## src/rtl/fmon_pkg.sv

```systemverilog
package fmon_pkg;

    // Outcome of testing one result against a channel's limit pair.
    typedef enum logic [1:0] {
        CMP_INSIDE = 2'b00,
        CMP_HIGH   = 2'b01,
        CMP_LOW    = 2'b10
    } cmp_verdict_t;

endpackage

```

## src/rtl/fmon_scan.sv

```systemverilog
module fmon_scan #(
    parameter int NUM_CH = 6,
    parameter int CH_W   = $clog2(NUM_CH)
) (
    input  logic            clk,
    input  logic            rst_n,
    input  logic            step_i,
    output logic [CH_W-1:0] sel_o
);

    localparam logic [CH_W-1:0] LAST_CH = CH_W'(NUM_CH - 1);

    typedef struct packed {
        logic [CH_W-1:0] sel;
    } scan_s_t;

    scan_s_t st_d, st_q;

    always_comb begin
        st_d = st_q;
        if (step_i) begin
            if (st_q.sel == LAST_CH) begin
                st_d.sel = '0;
            end else begin
                st_d.sel = st_q.sel + 1'b1;
            end
        end
    end

    always_ff @(posedge clk or negedge rst_n) begin
        if (!rst_n) begin
            st_q <= '0;
        end else begin
            st_q <= st_d;
        end
    end

    assign sel_o = st_q.sel;

endmodule

```

## src/rtl/fmon_chan.sv

```systemverilog
module fmon_chan
    import fmon_pkg::*;
#(
    parameter int RES_W = 10
) (
    input  logic             clk,
    input  logic             rst_n,
    input  logic             hit_i,
    input  logic [RES_W-1:0] data_i,
    input  logic [RES_W-1:0] ov_lim_i,
    input  logic [RES_W-1:0] uv_lim_i,
    input  logic             en_i,
    input  logic             mask_i,
    input  logic             clr_i,
    output logic [RES_W-1:0] result_o,
    output logic             ov_o,
    output logic             uv_o
);

    typedef struct packed {
        logic [RES_W-1:0] res;
        logic             ov;
        logic             uv;
    } chan_s_t;

    chan_s_t      c_d, c_q;
    cmp_verdict_t verdict;
    logic         armed;

    // Limit test on the incoming result; the high test wins if limits overlap.
    always_comb begin
        if (data_i > ov_lim_i) begin
            verdict = CMP_HIGH;
        end else if (data_i < uv_lim_i) begin
            verdict = CMP_LOW;
        end else begin
            verdict = CMP_INSIDE;
        end
    end

    always_comb begin
        armed = hit_i & en_i & ~mask_i;
        c_d   = c_q;
        if (clr_i) begin
            c_d.ov = 1'b0;
            c_d.uv = 1'b0;
        end
        if (hit_i) begin
            c_d.res = data_i;
        end
        if (armed && verdict == CMP_HIGH) begin
            c_d.ov = 1'b1;
        end
        if (armed && verdict == CMP_LOW) begin
            c_d.uv = 1'b1;
        end
    end

    always_ff @(posedge clk or negedge rst_n) begin
        if (!rst_n) begin
            c_q <= '0;
        end else begin
            c_q <= c_d;
        end
    end

    assign result_o = c_q.res;
    assign ov_o     = c_q.ov;
    assign uv_o     = c_q.uv;

endmodule

```

## src/rtl/fmon_combine.sv

```systemverilog
module fmon_combine #(
    parameter int NUM_CH   = 6,
    parameter int NUM_GPIO = 4
) (
    input  logic                       clk,
    input  logic                       rst_n,
    input  logic [NUM_CH-1:0]          fault_i,
    input  logic [NUM_GPIO*NUM_CH-1:0] gpio_mask_i,
    input  logic [NUM_CH-1:0]          shdn_mask_i,
    output logic [NUM_GPIO-1:0]        gpio_o,
    output logic                       shdn_o,
    output logic                       log_o
);

    typedef struct packed {
        logic [NUM_GPIO-1:0] gpio;
        logic                shdn;
        logic                log;
    } comb_s_t;

    comb_s_t cb_d, cb_q;

    always_comb begin
        cb_d = cb_q;
        for (int g = 0; g < NUM_GPIO; g++) begin
            cb_d.gpio[g] = |(fault_i & gpio_mask_i[g*NUM_CH +: NUM_CH]);
        end
        cb_d.shdn = |(fault_i & shdn_mask_i);
        cb_d.log  = cb_d.shdn & ~cb_q.shdn;
    end

    always_ff @(posedge clk or negedge rst_n) begin
        if (!rst_n) begin
            cb_q <= '0;
        end else begin
            cb_q <= cb_d;
        end
    end

    assign gpio_o = cb_q.gpio;
    assign shdn_o = cb_q.shdn;
    assign log_o  = cb_q.log;

endmodule

```

## src/rtl/fmon_top.sv

```systemverilog
module fmon_top #(
    parameter int NUM_CH   = 6,
    parameter int RES_W    = 10,
    parameter int NUM_GPIO = 4,
    parameter int CH_W     = $clog2(NUM_CH)
) (
    input  logic                       clk,
    input  logic                       rst_n,
    input  logic                       conv_valid_i,
    input  logic [RES_W-1:0]           conv_data_i,
    input  logic                       boot_mask_i,
    input  logic [NUM_CH-1:0]          flt_en_i,
    input  logic [NUM_CH*RES_W-1:0]    ov_limit_i,
    input  logic [NUM_CH*RES_W-1:0]    uv_limit_i,
    input  logic [NUM_CH-1:0]          flt_clr_i,
    input  logic [NUM_GPIO*NUM_CH-1:0] gpio_mask_i,
    input  logic [NUM_CH-1:0]          shdn_mask_i,
    output logic [CH_W-1:0]            ch_sel_o,
    output logic [NUM_CH*RES_W-1:0]    result_o,
    output logic [NUM_CH-1:0]          ov_flag_o,
    output logic [NUM_CH-1:0]          uv_flag_o,
    output logic [NUM_GPIO-1:0]        gpio_o,
    output logic                       shdn_req_o,
    output logic                       log_trig_o
);

    logic [CH_W-1:0]   sel;
    logic [NUM_CH-1:0] hit;
    logic [NUM_CH-1:0] fault;

    fmon_scan #(
        .NUM_CH (NUM_CH),
        .CH_W   (CH_W)
    ) u_scan (
        .clk    (clk),
        .rst_n  (rst_n),
        .step_i (conv_valid_i),
        .sel_o  (sel)
    );

    for (genvar k = 0; k < NUM_CH; k++) begin : g_chan
        assign hit[k] = conv_valid_i && (sel == CH_W'(k));

        fmon_chan #(
            .RES_W (RES_W)
        ) u_chan (
            .clk      (clk),
            .rst_n    (rst_n),
            .hit_i    (hit[k]),
            .data_i   (conv_data_i),
            .ov_lim_i (ov_limit_i[k*RES_W +: RES_W]),
            .uv_lim_i (uv_limit_i[k*RES_W +: RES_W]),
            .en_i     (flt_en_i[k]),
            .mask_i   (boot_mask_i),
            .clr_i    (flt_clr_i[k]),
            .result_o (result_o[k*RES_W +: RES_W]),
            .ov_o     (ov_flag_o[k]),
            .uv_o     (uv_flag_o[k])
        );

        assign fault[k] = ov_flag_o[k] | uv_flag_o[k];
    end

    fmon_combine #(
        .NUM_CH   (NUM_CH),
        .NUM_GPIO (NUM_GPIO)
    ) u_comb (
        .clk         (clk),
        .rst_n       (rst_n),
        .fault_i     (fault),
        .gpio_mask_i (gpio_mask_i),
        .shdn_mask_i (shdn_mask_i),
        .gpio_o      (gpio_o),
        .shdn_o      (shdn_req_o),
        .log_o       (log_trig_o)
    );

    assign ch_sel_o = sel;

endmodule

```

## config.mk

```make
export PLATFORM = sky130hd
export DESIGN_NAME = fmon_top
export DESIGN_NICKNAME = d
export VERILOG_FILES = /design/src/rtl/fmon_pkg.sv /design/src/rtl/fmon_scan.sv /design/src/rtl/fmon_chan.sv /design/src/rtl/fmon_combine.sv /design/src/rtl/fmon_top.sv
export SDC_FILE = /design/constraint.sdc
export NUM_CORES = 1
export LEC_CHECK = 0
export BUFFER_PORTS_ARGS = -buffer_cell sky130_fd_sc_hd__buf_2
export CAP_MARGIN = 10
export CORE_AREA = 2 2 121 123
export CTS_CLUSTER_DIAMETER = 30
export DETAILED_ROUTE_END_ITERATION = 16
export DIE_AREA = 0 0 123 125
export GPL_ROUTABILITY_DRIVEN = 0
export PLACE_DENSITY = 0.77
export SYNTH_ARGS = -nofsm -noshare
export SYNTH_HDL_FRONTEND = slang
export SYNTH_SLANG_ARGS = --single-unit
```

## constraint.sdc

```tcl
create_clock -name clk -period 1.6 [get_ports clk]
set_clock_uncertainty 0.15 [all_clocks]
set_input_delay 0.08 -clock clk [delete_from_list [all_inputs] [get_ports clk]]
set_output_delay 0.08 -clock clk [all_outputs]
set_load 0.01 [all_outputs]
```

* Word level (Yosys, flattened, before mapping)
Cells that the tools add are included.
** Word-level totals
- Bits in registers :: 81
- Latch bits :: 0
- Memory bits (writable) :: 0
- Bits in read-only memories :: 0
- Input bits :: 176
- Output and inout port bits :: 81
- Memories :: 0
** Cells by class
- Add/subtract/negate cells :: 1
- $mul :: 0
- Divide/modulo/power cells :: 0
- $lt $le $gt $ge :: 12
- Equality and inequality tests :: 17
- Shift operators :: 0
- Mux-type cells :: 31
- Bitwise operators :: 26
- Reductions and logical operators :: 36
** Operator list (number)
- 10-bit > comparator :: 6
- 10-bit less-than comparator :: 6
- 2-bit two-way mux :: 18
- 6-bit AND :: 5
- 6-bit OR reduction :: 5
- 2-bit nonzero test :: 12
- 1-bit logical AND :: 18
- 1-bit AND :: 13
- 2-bit by 1-bit == test with 1-bit output, second input constant :: 6
- 2-bit == test, second input constant :: 6
- 1-bit two-way mux :: 12
- 3-bit by 2-bit == test with 1-bit output, second input constant :: 2
- 3-bit == test, second input constant :: 2
- 1-bit bitwise OR :: 6
- 3-bit by 1-bit adder with 3-bit output, second input constant :: 1
- 3-bit by 1-bit == test with 1-bit output, second input constant :: 1
- 3-bit zero test :: 1
- 3-bit two-way mux :: 1
- 1-bit inverter :: 2

* Longest topological paths before layout
- Depth after elaboration :: 6
- Mapped depth :: 8
- Mapped depth without buffers :: 7

* Hierarchy
A second synthesis with hierarchy kept.
** Second synthesis, totals
- Cells, all modules :: 612
- Area total of the unflattened synthesis :: 6077.1 sq um
** Modules (own cells, without submodules)
- fmon_chan :: instances 6, cells an instance 94, area an instance 923.4 sq um
- fmon_combine :: instances 1, cells an instance 27, area an instance 294.0 sq um
- fmon_scan :: instances 1, cells an instance 9, area an instance 130.1 sq um
- fmon_top :: instances 1, cells an instance 12, area an instance 112.6 sq um

* Worst setup path after synthesis
No wires, ideal clock.
- Path type :: register to register
- Start :: register u_scan.st_q, in the netlist u_scan.sel_o[0]
- End :: register g_chan[3].u_chan.c_q, in the netlist g_chan[3].u_chan.result_o[2]
- Arrival :: 1.488 ns
- Required time :: 1.325 ns
- Setup slack :: -0.163 ns
- Stages on the path, launching flop included :: 7
- Clock period less this slack :: 1.763 ns
- Cells stage by stage :: dfrtp_1 -> buf_4 -> and2_1 -> ha_1 -> nand2_1 -> buf_2 -> mux2_2
** Between the ends
- Cells in the longest elaborated chain, start to end :: 2
** RTL lines
- start, declared :: line fmon_scan.sv:17 : scan_s_t st_d, st_q;
- start signal, assigned :: line fmon_scan.sv:34 : st_q <= st_d;
- 3-bit by 2-bit == test with 1-bit output :: line fmon_top.sv:42 : assign hit[k] = conv_valid_i && (sel == CH_W'(k));
- 1-bit logical AND :: line fmon_top.sv:42
- end signal, assigned :: line fmon_chan.sv:61 : c_q <= '0;
- end signal, assigned :: line fmon_chan.sv:63 : c_q <= c_d;
- end, declared :: line fmon_chan.sv:26 : chan_s_t c_d, c_q;
No other way between the ends.
A chain may end at the register's enable or synchronous reset.

* Final worst setup path
- Start :: register u_scan.st_q, in the netlist u_scan.sel_o[0]
- End :: register g_chan[2].u_chan.c_q, in the netlist g_chan[2].u_chan.uv_o
** Between the ends
- Cells in the longest elaborated chain, start to end :: 6
- Elaborated cells between the ends (all ways) :: 7
** RTL lines
- 3-bit by 2-bit == test with 1-bit output (*) :: line fmon_top.sv:42
- 1-bit logical AND (*) :: line fmon_top.sv:42
- 1-bit AND (*) (2 in series) :: line fmon_chan.sv:42 : armed = hit_i & en_i & ~mask_i;
- 1-bit logical AND (*) :: line fmon_chan.sv:54 : if (armed && verdict == CMP_LOW) begin
- 1-bit two-way mux or 2-bit nonzero test (tied branches)
- end signal, assigned :: line fmon_chan.sv:61
- end signal, assigned :: line fmon_chan.sv:63
- end, declared :: line fmon_chan.sv:26
Every way passes the cells marked *; elsewhere a longest branch is shown, timed or not.

==> key figures <==
Detailed routing
  • Final antenna-violating net count: 0
  • Routed WL: approximately 21000 um
  • Drt via density: 5.16
  • Post-DR wirelength/cell: around 18 um
  • # DRC: 0
  • Vias: roughly 6000
  • DRT Pass-1 Iters: 5
  • Initial DRC count: 226

Critical path
  • Setup crit end kind: flip-flop
  • Worst reg2reg path startpoint: u_scan.sel_o[0]
  • CP Launch Point: u_scan.sel_o[0]
  • R2r endpoint: g_chan[2].u_chan.uv_o
  • Worst EP required: about 1.7 ns
  • FF-to-FF setup slack: -0.10 ns
  • CP Capture Point: g_chan[2].u_chan.uv_o
  • Crit path DAT: between 1.5 and 2 ns
  • FF-to-FF path depth: 5
  • Startpoint types: flip-flop
  • CP Max Fanout: 4
  • CP Class: reg -> reg

Clock network
  • Clock slew at reported path FFs: 0.07 ns
  • Skew-Pair Late Insertion Delay: between 0.3 and 0.4 ns
  • CTS Sinks: 81
  • CTS tree: built
  • H-tree levels: 3
  • Root buffer cell: clkbuf_16
  • Clk buf depth: 2
  • CTS Buf Count: 9

Placed design
  • Post-DP HPWL: ~15000 um
  • Placed Instances: 1107
  • Pre-CTS WS: -0.569 ns
  • Input/output buffers: 256

Global route
  • Initial antenna violation count: 2
  • All-Layer GR Usage: 26.7%
  • Vias in the first global route: 6321
  • GRT Residual Overflow: 0
  • Largest net degree at the start of global routing: 41
  • First-pass GRT wire length: between 30000 and 40000 um

Yosys
  • Ys Warns: 0
  • Largest area contributor in the synthesized netlist: dfrtp_1
  • Synthesized area: 0.00621 mm^2
  • Largest cells by area after synthesis: dfrtp_1, ha_1, mux2_2
  • Syn_nets: 913
  • Mapped Cells: 622
  • Synthesized area per cell: 9.98 um^2
  • Top cell type's share of synthesized area: 32.7%
  • Asr flop ratio synth: 100%
  • Yosys reg bits: slightly above 80
  • Synth Flop Type: dfrtp_1
  • Most frequent cell after synthesis: inv_1
  • Count of different cell masters after synthesis: between 40 and 50
  • Commonest cells post-synth: inv_1, ha_1, dfrtp_1, mux2_2, nand2_1
  • Register area share after synthesis: between 30% and 40%
  • Post-synth EDFFs: 0

STA
  • Period Utilization, post-route: 106%
  • Slew headroom: between 60% and 70%
  • Slew @ Worst Pin: roughly 0.49 ns
  • RSZ-0062 raised after global routing: true
  • Max-slew violations: 0
  • Final Hold Vio Count: 0
  • Final setup fails: between 50 and 60
  • Fmax: 588 MHz
  • Worst Setup Slack, final: -0.102 ns
  • Post-route minimum period: about 1.7 ns

Floorplan
  • Core Rows: 44
  • Core area: 0.0142 mm^2
  • Initial Util: between 40 and 50%
  • I/O pin cnt: between 200 and 300
  • Die W: 123 um
  • Die Height: 125 um
  • Full die area: 0.0154 mm^2

Pwr
  • Internal: 6460 uW
  • Peak VDD IR: around 1.2 mV
  • Clock network fraction of total power: 20.1%
  • Seq pwr share: between 30% and 40%
  • Sw frac: around a third
  • Leakage power: about 0.0052 uW
  • Combinational share of power: between 40% and 50%
  • P_sw: ~3500 uW
  • Pwr/cell area: 1100 mW/mm^2

Final layout
  • Share of layout cells above drive strength 1: ~44%
  • Fill cell count: between 1000 and 1500
  • Final Util: 63.9%
  • Final #Nets: between 1000 and 1500
  • Area delta synth->final: 46.3%
  • Final cell count without fillers: 1168

Flow run
  • Max Cap Viol: 0

Run status
  • Failing checks: setup timing
  • Outcome: finished, violations left

Hold path
  • Worst hold path class: in -> reg
## power by group through the flow
stage	Sequential, uW	Clock, uW	Combinational, uW
after CTS	3370	2030	4340
after global placement	3340	0	3980
after detailed placement	3370	0	4090
final	3400	2000	4560
after global routing	3510	2130	4930
after floorplan	3760	0	1860
## how the worst min path moves through the flow
stage / from / endpoint / slack, ns / cells past startpoint
after floorplan: rst_n / g_chan[0].u_chan.ov_o / -0.37 / 0
after global placement: rst_n / g_chan[2].u_chan.result_o[9] / -0.11 / 1
after detailed placement: rst_n / g_chan[2].u_chan.result_o[8] / -0.10 / 1
after CTS: shdn_mask_i[2] / u_comb.shdn_o / 0.004 / 4
after global routing: conv_data_i[3] / g_chan[0].u_chan.result_o[3] / 0.01 / 2
final: boot_mask_i / g_chan[5].u_chan.ov_o / 0.01 / 3
## state kept, by name, indices dropped and copies added, names as in the netlist
| name | count |
|---|---|
| g_chan.u_chan.uv_o | 6 |
| u_scan.sel_o | 3 |
| g_chan.u_chan.result_o | 60 |
| u_comb.shdn_o | 1 |
| u_comb.log_o | 1 |
| g_chan.u_chan.ov_o | 6 |
| u_comb.gpio_o | 4 |
## stage by stage
step                      setup TNS [ns]  total power [uW]  instance area [um^2]  hold slack (ns)
after floorplan                   -0.181              5620                  6290           -0.366
after global placement             -6.97              7320                  8180           -0.107
after detailed placement           -8.27              7470                  8180           -0.104
after CTS                          -2.50              9750                  8930          0.00382
after global routing               -5.79             10600                  9080           0.0146
final                              -2.53              9960                  9080           0.0130
## placed cells by master, fill, tap and decap left out, types with 25 or more instances in the layout
cell / n
mux2_2: 38
dfrtp_1: 79
inv_1: 121
a21oi_1: 25
dlygate4sd3_1: 33
nand2_1: 25
buf_4: 64
buf_2: 251
ha_1: 114
## cell families (layout without fill, tap and decap cells)
group / Yosys count / after routing / synth area share [%]
adders and majority gates: 115 / 115 / 23.2
and+or+nand+nor: 98 / 98 / 8.93
other: 0 / 2 / 0
buffers and inverters: 145 / 505 / 9.80
DFF: 81 / 81 / 32.7
xor gates and xnor gates: 1 / 1 / 0.141
AOI/OAI and AO/OA: 124 / 124 / 14.8
muxes: 58 / 58 / 10.5
## metal layers
layer	part of all wire (%)	global-route usage [%]	vias up
met3	7.7	6.43	34
met5	0	0	-
li1	-	-	2907
met2	49	47.7	246
met4	3.1	10.2	0
met1	40	30.4	2839
## timing repair
action	in CTS	in global routing
hold buffers	33	0
gates resized for setup	24	29
pin swaps	11	6
endpoints found under the setup margin	62	65
endpoints found under the hold margin	99	0
buffers inserted	7	4
cloned	1	1
## final cells by class
class / instances / area, um^2 / area share (%)
repair buffers: 366 / 2290 / 25.2
multi-input cells: 396 / 3780 / 41.6
clock inverters: 7 / 61.3 / 0.675
flip-flops and latches: 81 / 2030 / 22.4
inverters: 123 / 462 / 5.09
clock buffers: 9 / 225 / 2.48
well taps: 184 / 230 / 2.54
diodes: 2 / 5.00 / 0.0551
## worst max-delay path, stage by stage (launching register included)
cell	delay, ns
dfrtp_2	0.44
buf_6	0.14
and4bb_1	0.29
nand3b_1	0.18
a2111oi_4	0.23
a32o_1	0.20
Note: power is estimated with default switching activity, not from simulation.
